**config.mk**
```make
export PLATFORM = sky130hd
export DESIGN_NAME = vc_pkt_arbiter
export DESIGN_NICKNAME = d
export VERILOG_FILES = /design/src/rtl/vcarb_pkg.sv /design/src/rtl/vcarb_elig.sv /design/src/rtl/vcarb_pick.sv /design/src/rtl/vcarb_ctrl.sv /design/src/rtl/vc_pkt_arbiter.sv
export SDC_FILE = /design/constraint.sdc
export NUM_CORES = 1
export LEC_CHECK = 0
export ABC_AREA = 1
export BUFFER_PORTS_ARGS = -buffer_cell sky130_fd_sc_hd__buf_2
export CORE_MARGIN = 4
export CORE_UTILIZATION = 49
export CTS_CLUSTER_DIAMETER = 30
export DETAILED_ROUTE_END_ITERATION = 10
export PLACE_DENSITY = 0.82
export SLEW_MARGIN = 0
export SYNTH_ARGS = -nofsm -noshare
export SYNTH_HDL_FRONTEND = slang
export SYNTH_HIERARCHICAL = 1
export SYNTH_SLANG_ARGS = --single-unit
```
**constraint.sdc**
```tcl
create_clock -name clk -period 5.08 [get_ports clk]
set_input_delay 1.016 -clock clk [delete_from_list [all_inputs] [get_ports clk]]
set_output_delay 1.016 -clock clk [all_outputs]
set_load 0.02 [all_outputs]
```
**src/rtl/vcarb_pkg.sv**
```systemverilog
package vcarb_pkg;

    localparam int unsigned VC_COUNT = 4;
    localparam int unsigned LEN_BITS = 16;
    localparam int unsigned VC_IDX_W = (VC_COUNT > 1) ? $clog2(VC_COUNT) : 1;

    typedef logic [VC_COUNT-1:0] vc_mask_t;
    typedef logic [VC_IDX_W-1:0] vc_idx_t;
    typedef logic [LEN_BITS-1:0] pkt_len_t;

    typedef enum logic {
        ARB_IDLE = 1'b0,
        ARB_BUSY = 1'b1
    } arb_state_t;

    typedef struct packed {
        logic    valid;
        vc_idx_t idx;
    } vc_pick_t;

    function automatic vc_idx_t wrap_inc(vc_idx_t i);
        if (int'(i) == VC_COUNT - 1)
            return '0;
        return vc_idx_t'(int'(i) + 1);
    endfunction

    function automatic vc_mask_t idx_to_mask(vc_idx_t i);
        vc_mask_t m;
        m = '0;
        m[i] = 1'b1;
        return m;
    endfunction

endpackage

```
**src/rtl/vcarb_elig.sv**
```systemverilog
module vcarb_elig
    import vcarb_pkg::*;
(
    input  vc_mask_t ch_en,
    input  vc_mask_t pkt_whole,
    input  vc_mask_t region_full,
    output vc_mask_t elig
);
    for (genvar g = 0; g < VC_COUNT; g++) begin : g_ch
        assign elig[g] = ch_en[g] & (pkt_whole[g] | region_full[g]);
    end
endmodule

```
**src/rtl/vcarb_pick.sv**
```systemverilog
module vcarb_pick
    import vcarb_pkg::*;
(
    input  vc_mask_t elig,
    input  vc_idx_t  rr_ptr,
    input  logic     seq_mode,
    input  logic     has_last,
    input  vc_idx_t  last_ch,
    output vc_pick_t pick
);
    vc_pick_t rr_pick;

    // Scan from highest offset down so the smallest offset from rr_ptr wins.
    always_comb begin
        rr_pick = '0;
        for (int k = VC_COUNT - 1; k >= 0; k--) begin
            int s;
            s = int'(rr_ptr) + k;
            if (s >= int'(VC_COUNT))
                s = s - int'(VC_COUNT);
            if (elig[s]) begin
                rr_pick.valid = 1'b1;
                rr_pick.idx   = vc_idx_t'(s);
            end
        end
    end

    always_comb begin
        if (seq_mode && has_last && elig[last_ch]) begin
            pick.valid = 1'b1;
            pick.idx   = last_ch;
        end else begin
            pick = rr_pick;
        end
    end
endmodule

```
**src/rtl/vcarb_ctrl.sv**
```systemverilog
module vcarb_ctrl
    import vcarb_pkg::*;
(
    input  logic                    clk,
    input  logic                    rst,
    input  vc_mask_t                elig,
    input  vc_pick_t                pick,
    input  pkt_len_t [VC_COUNT-1:0] pkt_len,
    input  logic                    pkt_done,
    output vc_idx_t                 rr_ptr,
    output logic                    has_last,
    output vc_idx_t                 last_ch,
    output vc_mask_t                grant,
    output logic                    pkt_start,
    output pkt_len_t                grant_len
);
    arb_state_t state_q;

    always_ff @(posedge clk) begin
        if (rst) begin
            state_q   <= ARB_IDLE;
            rr_ptr    <= '0;
            has_last  <= 1'b0;
            last_ch   <= '0;
            grant     <= '0;
            pkt_start <= 1'b0;
            grant_len <= '0;
        end else begin
            unique case (state_q)
                ARB_IDLE: begin
                    if (pick.valid) begin
                        state_q   <= ARB_BUSY;
                        grant     <= idx_to_mask(pick.idx);
                        pkt_start <= 1'b1;
                        grant_len <= pkt_len[pick.idx];
                        last_ch   <= pick.idx;
                        has_last  <= 1'b1;
                        rr_ptr    <= wrap_inc(pick.idx);
                    end else begin
                        rr_ptr    <= '0;
                        has_last  <= 1'b0;
                        pkt_start <= 1'b0;
                    end
                end
                ARB_BUSY: begin
                    pkt_start <= 1'b0;
                    if (pkt_done) begin
                        state_q <= ARB_IDLE;
                        grant   <= '0;
                    end
                end
                default: state_q <= ARB_IDLE;
            endcase
        end
    end

    assert_grant_onehot_R7: assert property (@(posedge clk) disable iff (rst)
        $onehot0(grant));

    assert_start_single_R7: assert property (@(posedge clk) disable iff (rst)
        pkt_start |=> !pkt_start);

    assert_grant_hold_R7: assert property (@(posedge clk) disable iff (rst)
        (grant != '0 && !pkt_done) |=> ($stable(grant) && $stable(grant_len)));

    assert_release_R8: assert property (@(posedge clk) disable iff (rst)
        (grant != '0 && pkt_done) |=> (grant == '0 && !pkt_start));

    assert_start_eligible_R1: assert property (@(posedge clk) disable iff (rst)
        pkt_start |-> (($past(elig) & grant) != '0));
endmodule

```
**src/rtl/vc_pkt_arbiter.sv**
```systemverilog
module vc_pkt_arbiter
    import vcarb_pkg::*;
(
    input  logic                    clk,
    input  logic                    rst,
    input  logic                    seq_mode,
    input  vc_mask_t                ch_en,
    input  vc_mask_t                pkt_whole,
    input  vc_mask_t                region_full,
    input  pkt_len_t [VC_COUNT-1:0] pkt_len,
    input  logic                    pkt_done,
    output vc_mask_t                grant,
    output logic                    pkt_start,
    output pkt_len_t                grant_len
);
    vc_mask_t elig;
    vc_pick_t pick;
    vc_idx_t  rr_ptr;
    logic     has_last;
    vc_idx_t  last_ch;

    vcarb_elig u_elig (
        .ch_en       (ch_en),
        .pkt_whole   (pkt_whole),
        .region_full (region_full),
        .elig        (elig)
    );

    vcarb_pick u_pick (
        .elig     (elig),
        .rr_ptr   (rr_ptr),
        .seq_mode (seq_mode),
        .has_last (has_last),
        .last_ch  (last_ch),
        .pick     (pick)
    );

    vcarb_ctrl u_ctrl (
        .clk       (clk),
        .rst       (rst),
        .elig      (elig),
        .pick      (pick),
        .pkt_len   (pkt_len),
        .pkt_done  (pkt_done),
        .rr_ptr    (rr_ptr),
        .has_last  (has_last),
        .last_ch   (last_ch),
        .grant     (grant),
        .pkt_start (pkt_start),
        .grant_len (grant_len)
    );
endmodule

```
### Word level (Yosys, flattened, before mapping)

Cells that the tools add are included.

* add/sub/neg operators: 8
* multipliers: 0
* div/mod/pow operators: 0
* order comparisons: 11
* equal/unequal tests: 3
* shifts and indexed selects: 0
* muxes and demuxes: 41
* bitwise logic cells: 9
* reductions and logical operators: 5

Operators with widths (count)
* $lt A32 B4 Y1 const B: 4
* $mux W32: 4
* $ge A32 B4 Y1 const B: 3
* $sub A32 B4 Y32 const B: 3
* $bmux W16 S2: 1
* $mux W1: 16
* $mux W16: 1
* $mux W3: 5
* $bmux W1 S2: 5
* $mux W4: 2
* $pmux W4 S2: 1
* $add A2 B2 Y3 const B: 2
* $lt A2 B3 Y1 const B: 2
* $mux W2: 3
* $and A1 B1 Y1: 4
* $ne A2 B2 Y1 const B: 2
* $or A1 B1 Y1: 4
* $pmux W1 S2: 2
* $reduce_and A2 Y1: 2
* $sub A2 B3 Y4 const B: 1
* $add A2 B1 Y3 const B: 1
* $ge A2 B3 Y1 const B: 1
* $logic_and A1 B1 Y1: 3
* $add A2 B1 Y2 const B: 1
* 4 further kinds: 4

* bits in registers: 27
* bits in latches: 0
* bits in writable memories: 0
* ROM bits: 0
* output and inout bits: 21
* word-level logic and storage cells: 84
* memories: 0

### Depth between registers and ports, before layout

Gate-level depths: netlist of run 1.

* depth in word-level cells: 18
* mapped depth: 20

### Cells and area by module

The synthesis of run 1 kept the hierarchy.

Modules (own cells, without submodules)
* vcarb_ctrl: instances 1, cells each 236, area each 1577.8 µm², seq. area each 540.5 µm²
* vcarb_pick: instances 1, cells each 59, area each 284.0 µm², seq. area each 0.0 µm²
* vcarb_elig: instances 1, cells each 12, area each 45.0 µm², seq. area each 0.0 µm²

### Worst setup path before layout of run 1

No wires, ideal clock.

* path type: input port to flip-flop
* start point: input ch_en[3]
* end point: register u_ctrl.rr_ptr[1]
* setup time: 0.112 ns
* data arrival time: 2.568 ns
* required time: 4.968 ns
* slack: 2.399 ns
* stages on the path: 18
* buffers on the path: 2
* path through: inv_1 > nor2_1 > inv_1 > nand2_1 > nand3_1 > nand2_1 > inv_2 > nand2_1 > nand3_1 > nand3_1 > nand2_1 > inv_1 > buf_6 > clkinv_4 > buf_4 > ha_1 > nand2_1 > nand2_1

RTL lines
* start, declared: line vc_pkt_arbiter.sv:7 `input vc_mask_t ch_en,`
* end signal, assigned: line vcarb_ctrl.sv:38 `rr_ptr <= wrap_inc(pick.idx);`
* end, declared: line vcarb_ctrl.sv:10 `output vc_idx_t rr_ptr,`

==> impl_metrics.py, run 1 <==
metrics = {
    "worst_setup_path": {
        "r2r_start": "u_ctrl/rr_ptr[0]",
        "slowest_stage": "o21ai_2",
        "crit_buf_inv": 4,
        "startpoint_type": "input port",
        "max_stage_delay_ns": 0.75,
        "worstSetupStartpoint": "ch_en[2]",
        "critPathMaxFanout": 20,
        "cpLargestDelayFamily": "compound AO/OA/AOI/OAI gates",
        "critical_path.endpoint_type": "register",
        "critPathKind": "input port to register",
        "crit_required_ns": 5.26,
        "cp_cell_sequence": "buf_2 -> inv_1 -> nor2_1 -> inv_1 -> o21ai_0 -> nand4_1 -> o21ai_2 -> inv_2 -> ha_1 -> nand2_1 -> nand2_1",
        "critPathArrivalTime_ns": 3.16,
    },
    "detailed_routing": {
        "drt-pass1-iter-count": 4,
        "routed_wl_um": 5010,
        "viasPerCell": 4.96,
        "drc": 0,
        "wl_per_cell_um": 11.3,
        "drtIter0Drc": 108,
        "antenna_left": 0,
        "num_vias": 2208,
    },
    "clock_network": {
        "cts_buffers": 3,
        "clock_sinks": 27,
        "htreeDepth": 1,
        "postCtsHoldBufs": 0,
        "cts_resized": 0,
        "clock_latency_ns": 0.28,
        "cts_root_buf": "clkbuf_8",
        "cts.clk_slew.worst_paths_ns": 0.09,
        "cts_tree": "done",
        "postCtsSetupBuffers": 0,
        "clockBufferDepth": 2,
    },
    "synth": {
        "yosysSeqAreaShare_pct": 28.3,
        "yosys_warnings": 6,
        "synth_nets": 391,
        "ys_ff_latch": 27,
        "synth.avg_cell_area_sq_um": 6.21,
        "syn_area_sq_um": 1910,
        "postSynthCellCount": 307,
        "synth_cell_types": 28,
    },
    "power": {
        "p_leak_nw": 1.32,
        "cellPowerDensity_nw_per_um2": 667,
        "peakVddDrop_v": 0.000273,
    },
    "floorplanning": {
        "die-area_sq_um": 4950,
        "die-width_um": 70.4,
        "die_h_um": 70.4,
        "start_util_pct": 51.3,
        "core_area_sq_um": 3720,
        "rows": 22,
        "io_pins": 101,
    },
    "global_route": {
        "grt.total_usage_pct": 19.9,
        "grt_pass1_wl_um": 8250,
        "grt-ovfl-total": 0,
        "grt_pass1_vias": 2035,
        "grt_max_degree": 37,
        "antenna_found_initial": 0,
    },
    "timing": {
        "tightest_slew_ns": 0.898,
        "skew_ns": 0.00680,
        "fmaxAchievable_ghz": 0.336,
        "timing.setup.tns_ns": 0,
        "rsz0062_at_grt": "false",
        "drv_slew": 0,
        "min_period_over_period_pct": 58.6,
        "hold_violations": 0,
        "finalSetupViolations": 0,
        "final.min_clock_period_ns": 2.98,
        "slew_headroom_pct": 40.1,
    },
    "run_status": {
        "outcome": "complete, no violations",
    },
    "placement": {
        "gp_congestion": 0.793,
        "place_hpwl_um": 3990,
        "portBuffers": 100,
        "dp_cells": 441,
    },
    "min_path": {
        "hp-class": "register to register",
        "hold_start": "u_ctrl/grant[1]",
    },
    "finish": {
        "fillers": 379,
        "drive_above_1_share_pct": 32.5,
        "fin_nets": 482,
        "layout_commonest_cell": "nand2_1",
        "fin_cells": 445,
        "final_cell_mix": "nand2_1, buf_2, dfxtp_1",
        "syn2layout_area_growth_pct": 25.6,
        "num_antenna_cells": 0,
        "utilization_pct": 64.4,
        "seq_area_sq_um": 541,
        "multiInputGateArea_sq_um": 1150,
    },
    "flow_run": {
        "cap_violations": 0,
    },
}
[cell usage after synthesis]
master	number	area [sq um]
a21oi_1	7	35.0
a21oi_2	3	26.3
a31oi_1	1	6.26
and2_0	4	25.0
and2_1	5	31.3
buf_2	3	15.0
buf_4	3	22.5
buf_6	8	90.1
clkbuf_2	1	5.00
clkinv_4	1	8.76
dfxtp_1	27	541
ha_1	4	50.1
inv_1	13	48.8
inv_2	6	22.5
inv_6	1	8.76
nand2_1	123	462
nand2_2	8	50.1
nand3_1	25	125
nand3_2	1	10.0
nand4_1	10	62.6
nor2_1	22	82.6
nor2_4	2	22.5
nor3_2	1	10.0
o21ai_0	6	30.0
o21ai_1	18	90.1
o22ai_1	2	12.5
o31ai_1	1	7.51
or2_1	1	6.26
[layout make-up]
| type | count | area share, % |
|---|---|---|
| Clock inverter | 1 | 0.313 |
| Tap cell | 48 | 2.51 |
| Timing Repair Buffer | 101 | 21.2 |
| Clock buffer | 3 | 1.72 |
| Multi-Input combinational cell | 244 | 48.0 |
| Sequential cell | 27 | 22.6 |
| Inverter | 21 | 3.71 |
[routing by layer]
metal	vias up	track usage, %	wire length (um)
met1	949	22.9	2080
li1	1162	-	-
met4	0	8.30	55
met3	6	2.73	391
met2	91	36.2	2480
met5	-	0	0
[kinds of logic after synthesis]
family | share of synthesized area [%]
AO/OA/AOI/OAI | 10.9
adder cells (fa/ha/maj) | 2.62
buffers and inverters | 11.6
flip-flops | 28.3
AND/OR/NAND/NOR | 46.5
[sequential cells by signal, indices dropped and copies added, names as in the netlist]
name              count
u_ctrl/grant          4
u_ctrl/grant_len     16
u_ctrl/has_last       1
u_ctrl/last_ch        2
u_ctrl/pkt_start      1
u_ctrl/rr_ptr         2
u_ctrl/state_q        1
[final timing paths]
| check | slack, ns | cells past startpoint | end |
|---|---|---|---|
| worst max-delay path | 2.10 | 11 | u_ctrl/rr_ptr[1] |
| worst min-delay path | 0.46 | 2 | u_ctrl/grant[1] |
| worst max register to register | 2.51 | 13 | u_ctrl/rr_ptr[1] |
| worst min register to register | 0.46 | 2 | u_ctrl/grant[1] |
[worst min-delay path: stages (launching register included)]
cell and delay, ns:
dfxtp_1 0.32, nand2_1 0.06, o21ai_1 0.05
[metrics by stage]
stage	instance area [sq um]	worst slack [ns]	hold WS [ns]	total power, W
final	2390	2.10	0.462	0.00160
after global routing	2390	1.83	0.499	0.00177
after CTS	2390	2.11	0.469	0.00160
after detailed placement	2350	1.81	0.453	0.00148
after global placement	2350	1.86	0.449	0.00146
after floorplan	1910	2.40	0.443	0.00132
[where the power goes]
part | total (W) | internal (W) | switching, W | leakage, nW
Combinational | 0.00109 | 0.000359 | 0.000734 | 1.07
Clock | 0.000123 | 0.0000557 | 0.0000677 | 0.0217
Sequential | 0.000381 | 0.000309 | 0.0000718 | 0.224
Total | 0.00160 | 0.000724 | 0.000874 | 1.32
Power figures use the tool's default switching activity.
==> run 2: changes to the inputs <==
Settings changed: ABC_AREA 1 to 0, CORE_UTILIZATION 49 to 39, PLACE_DENSITY 0.82 to 0.72.
Clock period 5.08 ns to 2.4 ns, I/O delays scaled along.
==> impl_metrics.py, run 2 <==
metrics = {
    "timing": {
        "skew_ns": 0.00610,
        "hold_violations": 0,
        "rsz0062_at_grt": "false",
        "finalSetupViolations": 0,
        "min_period_over_period_pct": 93.5,
        "tightest_slew_ns": 0.828,
        "slew_headroom_pct": 44.7,
        "fin_hold_ws_ns": 0.430,
        "drv_slew": 0,
        "final.min_clock_period_ns": 2.24,
        "fmaxAchievable_ghz": 0.446,
        "worst_slack_ns": 0.157,
    },
    "global_route": {
        "use_met2_pct": 28.1,
        "grt_pass1_vias": 1575,
        "grt.total_usage_pct": 15.9,
        "grt_max_degree": 28,
        "grt-ovfl-total": 0,
        "grt_use_met1_pct": 18.3,
        "antenna_found_initial": 0,
        "met3_usage_pct": 5.10,
        "top_usage_layer": "met2",
        "grt_pass1_wl_um": 6710,
    },
    "finish": {
        "stdcell_area_sq_um": 2320,
        "layout_commonest_cell": "buf_2",
        "final_cell_mix": "buf_2, nand2_1, dfxtp_1",
        "fin_cells": 324,
        "reg_top3": "u_ctrl/grant_len (16), u_ctrl/grant (4)",
        "syn2layout_area_growth_pct": 40.1,
        "num_antenna_cells": 0,
        "drive_above_1_share_pct": 48.2,
        "fin_nets": 359,
        "fillers": 367,
        "largest_reg_flops": 16,
        "regMostFlops": "u_ctrl/grant_len",
    },
    "detailed_routing": {
        "routed_wl_um": 4490,
        "drtIter0Drc": 58,
        "wl_per_cell_um": 13.8,
        "drc": 0,
        "viasPerCell": 5.19,
        "drt-pass1-iter-count": 4,
        "antenna_left": 0,
        "num_vias": 1681,
    },
    "power": {
        "peakVddDrop_v": 0.000316,
        "switching_share_pct": 33.7,
        "p_clk_share_pct": 18.6,
        "switchingPower_w": 0.000478,
        "pwr-share-seq_pct": 38.6,
        "p_int_w": 0.000942,
        "combPwrFrac_pct": 42.9,
        "cellPowerDensity_nw_per_um2": 612,
        "p_leak_nw": 1.12,
    },
    "placement": {
        "pre_cts_slack_ns": -0.154,
        "place_hpwl_um": 3590,
        "dp_cells": 320,
        "dpl_cell_area_sq_um": 2270,
        "portBuffers": 100,
        "gp_congestion": 0.756,
    },
    "synth": {
        "yosysSeqAreaShare_pct": 32.6,
        "synth-adder-area-share_pct": 3.02,
        "syn_area_sq_um": 1660,
        "synth_top_area_share_pct": 32.6,
        "synth.avg_cell_area_sq_um": 9.81,
        "synth_commonest_cells": "nand2_1, dfxtp_1, a21oi_1",
        "yosys.area.top_type": "dfxtp_1",
        "synthMuxAreaShare_pct": 26.9,
        "synth-simple-area-share_pct": 13.9,
        "yosys_warnings": 6,
        "synth_edf_count": 0,
        "postSynthCellCount": 169,
        "synth_top_family_by_area": "multiplexers",
        "synth_cell_types": 31,
        "yosys-top-cells-area": "dfxtp_1, mux4_1, mux4_2",
        "synth_nets": 253,
        "ys_ff_latch": 27,
        "synth.most_common_cell": "nand2_1",
        "synth-async-reset-ratio_pct": 0,
        "synth-compound-area-share_pct": 17.7,
        "synthFlopType": "dfxtp_1",
        "synth-xor-area-share_pct": 0,
    },
    "worst_setup_path": {
        "crit_end": "u_ctrl/grant_len[2]",
        "max_stage_delay_ns": 0.57,
        "startpoint_type": "input port",
        "slowest_stage": "mux4_1",
        "r2r_start": "u_ctrl/rr_ptr[1]",
        "worstSetupStartpoint": "region_full[2]",
        "timing.reg2reg.setup_slack_ns": 0.21,
        "r2r_cells": 8,
        "cp_cell_sequence": "buf_2 -> o21a_1 -> a2111oi_4 -> nor2_1 -> o211ai_2 -> buf_12 -> mux4_1 -> nand2_1 -> a21oi_1",
        "crit_required_ns": 2.55,
        "critical_path.endpoint_type": "register",
        "critPathArrivalTime_ns": 2.39,
        "critPathKind": "input port to register",
        "critPathMaxFanout": 20,
        "reg2reg_to": "u_ctrl/grant_len[2]",
    },
    "clock_network": {
        "postCtsSetupBuffers": 0,
        "htreeDepth": 1,
        "cts.clk_slew.worst_paths_ns": 0.10,
        "clock_latency_ns": 0.27,
        "clock_sinks": 27,
        "cts_tree": "done",
        "cts_buffers": 3,
        "cts_root_buf": "clkbuf_8",
        "clockBufferDepth": 2,
    },
    "floorplanning": {
        "core_area_sq_um": 4060,
        "io_pins": 101,
        "die-area_sq_um": 5360,
        "die-width_um": 73.2,
        "rows": 23,
        "start_util_pct": 40.9,
        "die_h_um": 73.2,
    },
    "min_path": {
        "holdPathStages": 2,
        "hp-class": "input port to register",
    },
    "flow_run": {
        "cap_violations": 0,
    },
    "run_status": {
        "outcome": "complete, no violations",
    },
}
run 2: changes by cell type after synthesis, sizes merged, moves of 10 or more:
cell / previous run / this run
nand2: 131 / 41
nand3: 26 / 0
o21ai: 24 / 3
mux4: 0 / 16
inv: 20 / 5
nor2: 24 / 11
a21oi: 10 / 22
nand4: 10 / 0
run 2: critical path: cells and delay by family:
family          cells  cell delay, ns
simple gates        2            0.16
mux                 1            0.57
compound gates      4            0.87
buf+inv             2            0.30
run 2: power by group through the flow:
stage	clock (W)	combinational (W)	sequential, W
6_report	0.000264	0.000609	0.000548
5_1_grt	0.000294	0.000665	0.000557
4_1_cts	0.000270	0.000615	0.000548
3_3_place_gp	0	0.000598	0.000557
2_1_floorplan	0	0.000373	0.000610
3_5_place_dp	0	0.000614	0.000558
run 2: kinds of logic after synthesis:
logic type	after synthesis
AND/OR/NAND/NOR	56
multiplexers	21
adder cells (fa/ha/maj)	4
flip-flops	27
AO/OA/AOI/OAI	43
buffers and inverters	18
run 2: cell type report:
cell class / instances / area (sq um) / share of cell area (%)
clock buffers: 3 / 41.3 / 1.78
multi-input cells: 124 / 1030 / 44.5
well taps: 50 / 62.6 / 2.69
inverters: 5 / 18.8 / 0.808
clock inverters: 1 / 7.51 / 0.323
repair buffers: 114 / 618 / 26.6
flip-flops and latches: 27 / 541 / 23.3
run 2: layer usage:
| metal | share of wire [%] | vias to the layer above |
|---|---|---|
| met2 | 52 | 79 |
| met4 | 1.1 | 0 |
| met3 | 10 | 6 |
| li1 | - | 822 |
| met5 | 0 | - |
| met1 | 37 | 774 |
run 2: worst min path at each step:
stage / startpoint / end / slack, ns
after global routing: pkt_done / u_ctrl/state_q / 0.43
final: pkt_done / u_ctrl/state_q / 0.43
after global placement: u_ctrl/grant_len[12] / u_ctrl/grant_len[12] / 0.44
after CTS: pkt_done / u_ctrl/state_q / 0.43
after detailed placement: u_ctrl/grant_len[9] / u_ctrl/grant_len[9] / 0.44
after floorplan: u_ctrl/has_last / u_ctrl/has_last / 0.45
run 2: through the flow:
| step | total power (W) | utilization [%] | setup TNS [ns] |
|---|---|---|---|
| final | 0.00142 | 57.2 | 0 |
| after global routing | 0.00152 | 57.2 | 0 |
| after CTS | 0.00143 | 57.1 | 0 |
| after detailed placement | 0.00117 | 55.9 | -1.98 |
| after global placement | 0.00115 | 55.9 | -1.38 |
| after floorplan | 0.000983 | - | 0 |
run 2: repair_timing:
item / 4_1_cts / 5_1_grt
hold buffers: 0 / 0
resized for setup: 0 / 1
endpoints found under the setup margin: 0 / 15
==> run 3: changes to the inputs <==
Settings changed: CORE_UTILIZATION 39 to 42, PLACE_DENSITY 0.72 to 0.73, SYNTH_HIERARCHICAL 1 to not set.
==> impl_metrics.py, run 3 <==
metrics = {
    "power": {
        "pwr-share-seq_pct": 36.8,
        "cellPowerDensity_nw_per_um2": 582,
        "p_leak_nw": 1.26,
        "peakVddDrop_v": 0.000242,
        "switching_share_pct": 38.4,
        "combPwrFrac_pct": 46.3,
        "p_clk_share_pct": 16.9,
        "p_int_w": 0.000950,
        "switchingPower_w": 0.000593,
    },
    "synth": {
        "synth-simple-area-share_pct": 22.8,
        "yosys_warnings": 0,
        "yosys-top-cells-area": "dfxtp_1, mux2i_1, o311ai_1",
        "synth_top_family_by_area": "compound AO/OA/AOI/OAI gates",
        "synth_commonest_cells": "dfxtp_1, nand2_1, inv_1",
        "synth.most_common_cell": "dfxtp_1",
        "synth-async-reset-ratio_pct": 0,
        "synth_edf_count": 0,
        "postSynthCellCount": 254,
        "yosysSeqAreaShare_pct": 26.9,
        "yosys.area.top_type": "dfxtp_1",
        "synthMuxAreaShare_pct": 10.3,
        "synth_nets": 335,
        "synth-adder-area-share_pct": 0.622,
        "synth_cell_types": 42,
        "synth_top_area_share_pct": 26.9,
        "synth-xor-area-share_pct": 0,
        "synth-compound-area-share_pct": 29.9,
        "synth.avg_cell_area_sq_um": 7.92,
        "synthFlopType": "dfxtp_1",
        "ys_ff_latch": 27,
        "syn_area_sq_um": 2010,
    },
    "clock_network": {
        "cts_tree": "done",
        "postCtsSetupBuffers": 0,
        "clockBufferDepth": 2,
        "cts.clk_slew.worst_paths_ns": 0.09,
        "cts_buffers": 3,
        "htreeDepth": 1,
        "clock_sinks": 27,
        "cts_resized": 0,
        "postCtsHoldBufs": 0,
        "cts_root_buf": "clkbuf_8",
        "clock_latency_ns": 0.27,
    },
    "floorplanning": {
        "io_pins": 101,
        "die-width_um": 77.2,
        "rows": 24,
        "core_area_sq_um": 4500,
        "die_h_um": 77.2,
        "start_util_pct": 44.6,
        "die-area_sq_um": 5960,
    },
    "finish": {
        "reg_top3": "u_ctrl.grant_len (16), u_ctrl.grant (4)",
        "final_cell_mix": "buf_2, dfxtp_1, nand2_1",
        "largest_reg_flops": 16,
        "stdcell_area_sq_um": 2650,
        "drive_above_1_share_pct": 36.4,
        "layout_commonest_cell": "buf_2",
        "num_antenna_cells": 0,
        "multiInputGateArea_sq_um": 1280,
        "fin_nets": 431,
        "fillers": 423,
        "regMostFlops": "u_ctrl.grant_len",
        "seq_area_sq_um": 541,
        "syn2layout_area_growth_pct": 31.9,
    },
    "worst_setup_path": {
        "critPathKind": "register to register",
        "critPathMaxFanout": 32,
        "critical_path.endpoint_type": "register",
        "critPathArrivalTime_ns": 2.22,
        "startpoint_type": "register",
        "worstSetupStartpoint": "u_ctrl.last_ch[0]",
        "crit_required_ns": 2.53,
        "r2r_start": "u_ctrl.last_ch[0]",
    },
    "placement": {
        "place_hpwl_um": 4740,
        "pre_cts_slack_ns": 0.0770,
        "portBuffers": 100,
        "dpl_cell_area_sq_um": 2610,
        "gp_congestion": 0.785,
    },
    "global_route": {
        "grt_max_degree": 33,
        "grt_use_met1_pct": 29.5,
        "grt-ovfl-total": 0,
        "grt_pass1_wl_um": 9770,
        "antenna_found_initial": 0,
        "met3_usage_pct": 2.58,
        "top_usage_layer": "met2",
        "grt_pass1_vias": 2029,
        "use_met2_pct": 29.8,
        "grt.total_usage_pct": 19.7,
    },
    "timing": {
        "skew_ns": 0.00240,
        "fmaxAchievable_ghz": 0.479,
        "hold_violations": 0,
        "timing.setup.tns_ns": 0,
        "slew_headroom_pct": 70.2,
        "min_period_over_period_pct": 87.0,
        "final.min_clock_period_ns": 2.09,
        "drv_slew": 0,
        "worst_slack_ns": 0.312,
        "rsz0062_at_grt": "false",
        "tightest_slew_ns": 0.439,
        "finalSetupViolations": 0,
    },
    "min_path": {
        "hold_start": "pkt_done",
        "hp-class": "input port to register",
    },
    "detailed_routing": {
        "antenna_left": 0,
        "drtIter0Drc": 143,
        "viasPerCell": 5.67,
        "routed_wl_um": 6150,
        "drt-pass1-iter-count": 4,
        "wl_per_cell_um": 15.3,
        "num_vias": 2275,
        "drc": 0,
    },
    "flow_run": {
        "cap_violations": 0,
    },
    "run_status": {
        "outcome": "complete, no violations",
    },
}
[run 3: cell types whose count changed in the layout (fill, tap and decap cells not counted), sizes merged, moves of 14 or more]
cell    change
a21oi      -15
and3       +16
inv        +14
mux2i      +14
mux4       -16
nand2      -18
nand3      +16
nor3       +16
o211ai     +15
o311ai     +16
o31ai      +16
[run 3: per-layer routing]
layer  vias to the layer above  share of wire (%)
met2                        98                 46
met3                         2                8.9
li1                       1150                  -
met4                         0               0.55
met5                         -                  0
met1                      1025                 45
[run 3: path summary, 6_finish.rpt]
path         slack [ns]                   to  cells past startpoint
max                0.31  u_ctrl.grant_len[7]                      7
min                0.40       u_ctrl.state_q                      2
max reg2reg        0.31  u_ctrl.grant_len[7]                      7
min reg2reg        0.46      u_ctrl.grant[1]                      2
[run 3: kinds of logic (layout without fill, tap and decap cells)]
| group | Yosys count | in the layout |
|---|---|---|
| flops | 27 | 27 |
| fa+ha+maj | 1 | 1 |
| compound gates | 75 | 75 |
| simple gates | 91 | 91 |
| buf+inv | 41 | 136 |
| mux | 19 | 19 |
[run 3: final cells by class]
cell class,count,area share (%)
Multi-Input combinational cell,186,48.3
Timing Repair Buffer,113,24.4
Sequential cell,27,20.4
Inverter,19,2.69
Tap cell,52,2.45
Clock buffer,4,1.70
[run 3: power by group through the flow]
stage | logic, W | clock network, W | registers [W]
floorplan | 0.000401 | 0 | 0.000638
global placement | 0.000701 | 0 | 0.000574
detailed placement | 0.000715 | 0 | 0.000577
CTS | 0.000716 | 0.000266 | 0.000567
global route | 0.000781 | 0.000279 | 0.000577
finish | 0.000714 | 0.000261 | 0.000568
[run 3: metrics by stage]
stage          util (%)  instances  total power (W)  hold WS, ns
2_1_floorplan         -        254          0.00104        0.457
3_3_place_gp       57.9        397          0.00127        0.439
3_5_place_dp       57.9        397          0.00129        0.449
4_1_cts            58.9        401          0.00155        0.390
5_1_grt            58.9        401          0.00164        0.397
6_report           58.9        401          0.00154        0.395
[run 3: critical path, stage by stage, from the launching register on]
cell and delay, ns:
dfxtp_1 0.49, nand4b_1 0.18, o22ai_2 0.11, a311oi_4 0.30
buf_12 0.22, nor3_1 0.06, o311ai_1 0.44, o211ai_1 0.15
